`src/rtl/poison_pkg.sv`:
```
package poison_pkg;
  typedef enum logic [1:0] {
    KIND_MEM    = 2'b00,
    KIND_OTHER  = 2'b01,
    KIND_CFG_RD = 2'b10,
    KIND_CFG_WR = 2'b11
  } pkt_kind_e;

  function automatic logic kind_is_cfg(input logic [1:0] k);
    return (k == KIND_CFG_RD) || (k == KIND_CFG_WR);
  endfunction
endpackage

```
`src/rtl/poison_rx_path.sv`:
```
module poison_rx_path
  import poison_pkg::*;
(
  input  logic       clk,
  input  logic       rst,
  input  logic       rx_valid,
  input  logic [1:0] rx_kind,
  input  logic       rx_poison,
  input  logic       rx_cfg_we,
  output logic       fwd_o,
  output logic       cfg_we_o,
  output logic       adv_o,
  output logic       hit_o
);
  logic is_cfg_wr;
  logic fwd_d;
  logic we_d;

  always_comb begin
    hit_o     = rx_valid & rx_poison;
    is_cfg_wr = rx_valid & (rx_kind == KIND_CFG_WR);
    fwd_d     = rx_valid & ~kind_is_cfg(rx_kind);
    we_d      = is_cfg_wr & rx_cfg_we & ~rx_poison;
  end

  always_ff @(posedge clk) begin
    if (rst) begin
      fwd_o    <= 1'b0;
      cfg_we_o <= 1'b0;
      adv_o    <= 1'b0;
    end else begin
      fwd_o    <= fwd_d;
      cfg_we_o <= we_d;
      adv_o    <= hit_o;
    end
  end
endmodule

```
`src/rtl/poison_status_reg.sv`:
```
module poison_status_reg #(
  parameter int SW_W    = 8,
  parameter int CLR_BIT = 3
) (
  input  logic            clk,
  input  logic            rst,
  input  logic            set_i,
  input  logic            sw_wr_i,
  input  logic [SW_W-1:0] sw_wdata_i,
  output logic            status_o
);
  logic clr;

  always_comb clr = sw_wr_i & sw_wdata_i[CLR_BIT];

  always_ff @(posedge clk) begin
    if (rst)        status_o <= 1'b0;
    else if (set_i) status_o <= 1'b1;
    else if (clr)   status_o <= 1'b0;
  end
endmodule

```
`src/rtl/poison_tx_scrub.sv`:
```
module poison_tx_scrub #(
  parameter int HDR_W  = 32,
  parameter int EP_BIT = 14
) (
  input  logic             clk,
  input  logic             rst,
  input  logic             valid_i,
  input  logic [HDR_W-1:0] hdr_i,
  output logic             valid_o,
  output logic [HDR_W-1:0] hdr_o
);
  logic [HDR_W-1:0] scrubbed;

  for (genvar b = 0; b < HDR_W; b++) begin : g_bit
    if (b == EP_BIT) begin : g_ep
      assign scrubbed[b] = 1'b0;
    end else begin : g_pass
      assign scrubbed[b] = hdr_i[b];
    end
  end

  always_ff @(posedge clk) begin
    if (rst) begin
      valid_o <= 1'b0;
      hdr_o   <= '0;
    end else begin
      valid_o <= valid_i;
      hdr_o   <= valid_i ? scrubbed : hdr_o;
    end
  end
endmodule

```
`src/rtl/poison_handler.sv`:
```
module poison_handler #(
  parameter int HDR_W   = 32,
  parameter int EP_BIT  = 14,
  parameter int SW_W    = 8,
  parameter int CLR_BIT = 3
) (
  input  logic             clk,
  input  logic             rst,
  input  logic             rx_valid,
  input  logic [1:0]       rx_kind,
  input  logic             rx_poison,
  input  logic             rx_cfg_we,
  input  logic             sw_wr,
  input  logic [SW_W-1:0]  sw_wdata,
  input  logic             tx_valid_i,
  input  logic [HDR_W-1:0] tx_hdr_i,
  output logic             app_fwd_valid,
  output logic             cfg_wr_en,
  output logic             adv_err_pulse,
  output logic             poison_status,
  output logic             tx_valid_o,
  output logic [HDR_W-1:0] tx_hdr_o
);
  logic poison_hit;

  poison_rx_path u_rx (
    .clk       (clk),
    .rst       (rst),
    .rx_valid  (rx_valid),
    .rx_kind   (rx_kind),
    .rx_poison (rx_poison),
    .rx_cfg_we (rx_cfg_we),
    .fwd_o     (app_fwd_valid),
    .cfg_we_o  (cfg_wr_en),
    .adv_o     (adv_err_pulse),
    .hit_o     (poison_hit)
  );

  poison_status_reg #(.SW_W(SW_W), .CLR_BIT(CLR_BIT)) u_stat (
    .clk        (clk),
    .rst        (rst),
    .set_i      (poison_hit),
    .sw_wr_i    (sw_wr),
    .sw_wdata_i (sw_wdata),
    .status_o   (poison_status)
  );

  poison_tx_scrub #(.HDR_W(HDR_W), .EP_BIT(EP_BIT)) u_tx (
    .clk     (clk),
    .rst     (rst),
    .valid_i (tx_valid_i),
    .hdr_i   (tx_hdr_i),
    .valid_o (tx_valid_o),
    .hdr_o   (tx_hdr_o)
  );
endmodule

```
`config.mk`:
```
export PLATFORM = sky130hd
export DESIGN_NAME = poison_handler
export DESIGN_NICKNAME = d
export VERILOG_FILES = /design/src/rtl/poison_pkg.sv /design/src/rtl/poison_rx_path.sv /design/src/rtl/poison_status_reg.sv /design/src/rtl/poison_tx_scrub.sv /design/src/rtl/poison_handler.sv
export SDC_FILE = /design/constraint.sdc
export NUM_CORES = 1
export LEC_CHECK = 0
export ABC_AREA = 1
export BUFFER_PORTS_ARGS = -buffer_cell sky130_fd_sc_hd__clkbuf_2
export CAP_MARGIN = 20
export CORE_MARGIN = 2
export CORE_UTILIZATION = 40
export DETAILED_ROUTE_END_ITERATION = 10
export PLACE_DENSITY_LB_ADDON = 0.2
export SKIP_LAST_GASP = 1
export SLEW_MARGIN = 20
export SYNTH_ARGS = -nofsm -noshare
export SYNTH_HDL_FRONTEND = slang
export SYNTH_SLANG_ARGS = --single-unit
```
`constraint.sdc`:
```
create_clock -name clk -period 0.8 [get_ports clk]
set_input_delay 0.04 -clock clk [delete_from_list [all_inputs] [get_ports clk]]
set_output_delay 0.04 -clock clk [all_outputs]
set_load 0.05 [all_outputs]
```
==> impl_metrics.toml <==
[power]
swShare_pct = 32.9
power.switching_uw = 1500
power_density_nw_per_um2 = 1670
pwr-share-clk_pct = 23.3
internal-power_uw = 3060
p_total_uw = 4560
ir_worst_vdd_mv = 1.37
leakagePower_uw = 0.00129
pwr-share-seq_pct = 44.9
pwr-share-comb_pct = 31.8

[critical_path]
r2r-end = "u_tx.hdr_o[16]"
crit_family = "flip-flops"
crit_path_cell_trace = "clkbuf_16"
path_class = "reg -> out"
rrSetupSlack_ns = -0.11
critical-path-max-stage-delay_ns = 0.37
crit_buf_inv = 1
worstPathMaxFanout = 2
end_kind = "output port"
regToRegStartpoint = "u_tx.hdr_o[16]"
cp-start-kind = "flip-flop"
crit_slowest_cell = "dfxtp_2"
rr_worst_depth = 3
required_ns = 0.76
cp.arrival_ns = 0.88

[layout]
drive_gt1_share_pct = 50.7
fillers = 146
design_area_sq_um = 2730
multi_input_area_sq_um = 470
syn_to_final_growth_pct = 113
instances_no_fill = 331
final-seq-area_sq_um = 768
num-nets-final = 334

[logic_synthesis]
syn_avg_cell_area_sq_um = 8.15
synth_cell_types = 14
syn-instance-count = 157
ys_warn_count = 0
syn_nets = 206
ys_ff_latch = 36
netlist_area_sq_um = 1280
yosysSeqAreaShare_pct = 56.3

[min_path]
hold_path_end = "u_rx.adv_o"
worstHoldStart = "rst"
hold_class = "in -> reg"
whs_path_depth = 4

[sta]
drv_slew = 0
worst_clock_skew_ns = 0
setup_viol_count_final = 38
max_freq_mhz = 1090
post-route-period-util_pct = 115
finalCriticalPeriod_ns = 0.920
final_hold_viol_count = 0
rsz0062_at_grt = "true"
setup_ws_ns = -0.120

[clock_tree]
cts_tree = "built"
cts_root_buf = "clkbuf_4"
cts.sinks = 36
insertion_delay_ns = 0.34
cts.path.max_buffers = 2
clk_pin_slew_ns = 0.12
cts_made_buffers = 5
cts-htree-levels = 2

[placement]
dp_hpwl_microns = 2140
port_buffers = 76
dp_cells = 275
pre_cts_slack_ns = 0.0872
place.gp.congestion = 0.649
placedInstanceArea_sq_um = 1750

[routing]
drt_iter0_drc = 133
dr_total_vias = 1661
avgViaCountPerCell = 5.02
drcViolationCount = 0
wl_per_cell_microns = 17.4
wl_microns = 5760
postRouteAntennaNets = 0
dr.pass1.iters = 4

[floorplan]
core_sq_um = 3050
start_util_pct = 41.9
fp.dieArea_sq_um = 3670
num_rows = 20
die_y_microns = 60.6
io_pins = 86
die-width_microns = 60.6

[grt]
grt_max_degree = 17
track_usage_pct = 29.6
grt_pass1_wl_microns = 7710
grt_remaining_overflow = 0
grt_pass1_vias = 1610
antenna_found_initial = 0

[run_status]
outcome = "finished, violations left"
failed_checks = "negative setup slack"

[job]
maxCapViolations = 0
-- cell usage in the layout (no fill, tap or decap), types with 2 or more instances in the layout --
cell type and instances:
buf_12 2, buf_4 13, buf_8 28, clkbuf_1 2, clkbuf_16 8, clkbuf_2 40, clkbuf_4 5, dfxtp_2 35
dlygate4sd3_1 40, inv_1 3, inv_2 2, nand2_1 6, nand3_1 2, nor2_1 59, nor2_2 6, o21ai_0 22
o21ai_1 6, o21ai_2 3
-- power groups by stage --
stage                     registers (uW)  logic [uW]  clock network [uW]
after CTS                           2010        1310                1030
final                               2050        1450                1060
after global placement              2030         900                   0
after detailed placement            2030         905                   0
after global routing                2060        1510                1140
after floorplan                     2440         226                   0
-- how the worst max path moves through the flow --
stage | startpoint | to | slack [ns] | depth (start not counted)
floorplan | u_tx.hdr_o[19] | u_tx.hdr_o[19] | 0.06 | 2
global placement | tx_valid_i | u_tx.hdr_o[30] | 0.1 | 4
detailed placement | tx_valid_i | u_tx.hdr_o[22] | 0.09 | 5
CTS | u_tx.hdr_o[22] | tx_hdr_o[22] | -0.12 | 1
global route | u_tx.hdr_o[2] | tx_hdr_o[2] | -0.15 | 1
finish | u_tx.hdr_o[4] | tx_hdr_o[4] | -0.12 | 1
-- metal layers --
layer	vias to the layer above	routed length [microns]	track usage (%)
li1	748	-	-
met1	778	2000	29.2
met2	101	3010	53.5
met3	34	438	11.1
met4	0	309	15.8
met5	-	0	0
-- final cells by class --
cell class | count | area share [%]
repair buffers | 131 | 49.7
flip-flops and latches | 36 | 28.1
multi-input cells | 106 | 17.2
clock buffers | 8 | 2.15
well taps | 44 | 2.01
inverters | 5 | 0.687
diodes | 1 | 0.0916
-- synthesized netlist by cell type (all sizes together) --
cell type | count | area [sq um]
nand2 | 6 | 22.5
clkbuf | 2 | 15.0
conb | 1 | 3.75
nor2 | 65 | 257
nand3 | 2 | 10.0
dfxtp | 36 | 721
or2 | 1 | 6.26
inv | 5 | 18.8
buf | 8 | 71.3
o21ai | 31 | 155
-- per-stage QoR --
| stage | TNS, ns | hold WS (ns) | util (%) |
|---|---|---|---|
| after global placement | 0 | 0.221 | 57.5 |
| final | -3.53 | 0.0919 | 89.5 |
| after global routing | -4.83 | 0.0941 | 89.4 |
| after CTS | -3.63 | 0.0294 | 86.9 |
| after floorplan | 0 | 0.112 | - |
| after detailed placement | 0 | 0.223 | 57.5 |
-- repair_timing --
item / in CTS / in global routing
resized for setup: 84 / 34
hold buffers: 40 / 0
setup endpoints to repair: 36 / 40
buffers inserted: 4 / 3
endpoints found under the hold margin: 36 / 0
pin swaps: 0 / 1
-- kinds of logic (layout without fill, tap and decap cells) --
group                  Yosys count  in the layout  share of synthesized area (%)
buffers and inverters           15            144                           8.21
flip-flops                      36             36                           56.3
AO/OA/AOI/OAI                   31             31                           12.1
other                            1              2                          0.293
AND/OR/NAND/NOR                 74             74                           23.1
-- registers in the layout, summed over array words and instances, names as in the netlist --
register         flops
u_tx.hdr_o          31
u_rx.adv_o           1
u_rx.cfg_we_o        1
u_rx.fwd_o           1
u_stat.status_o      1
u_tx.valid_o         1
No activity file was read; power rests on OpenSTA's default activity.
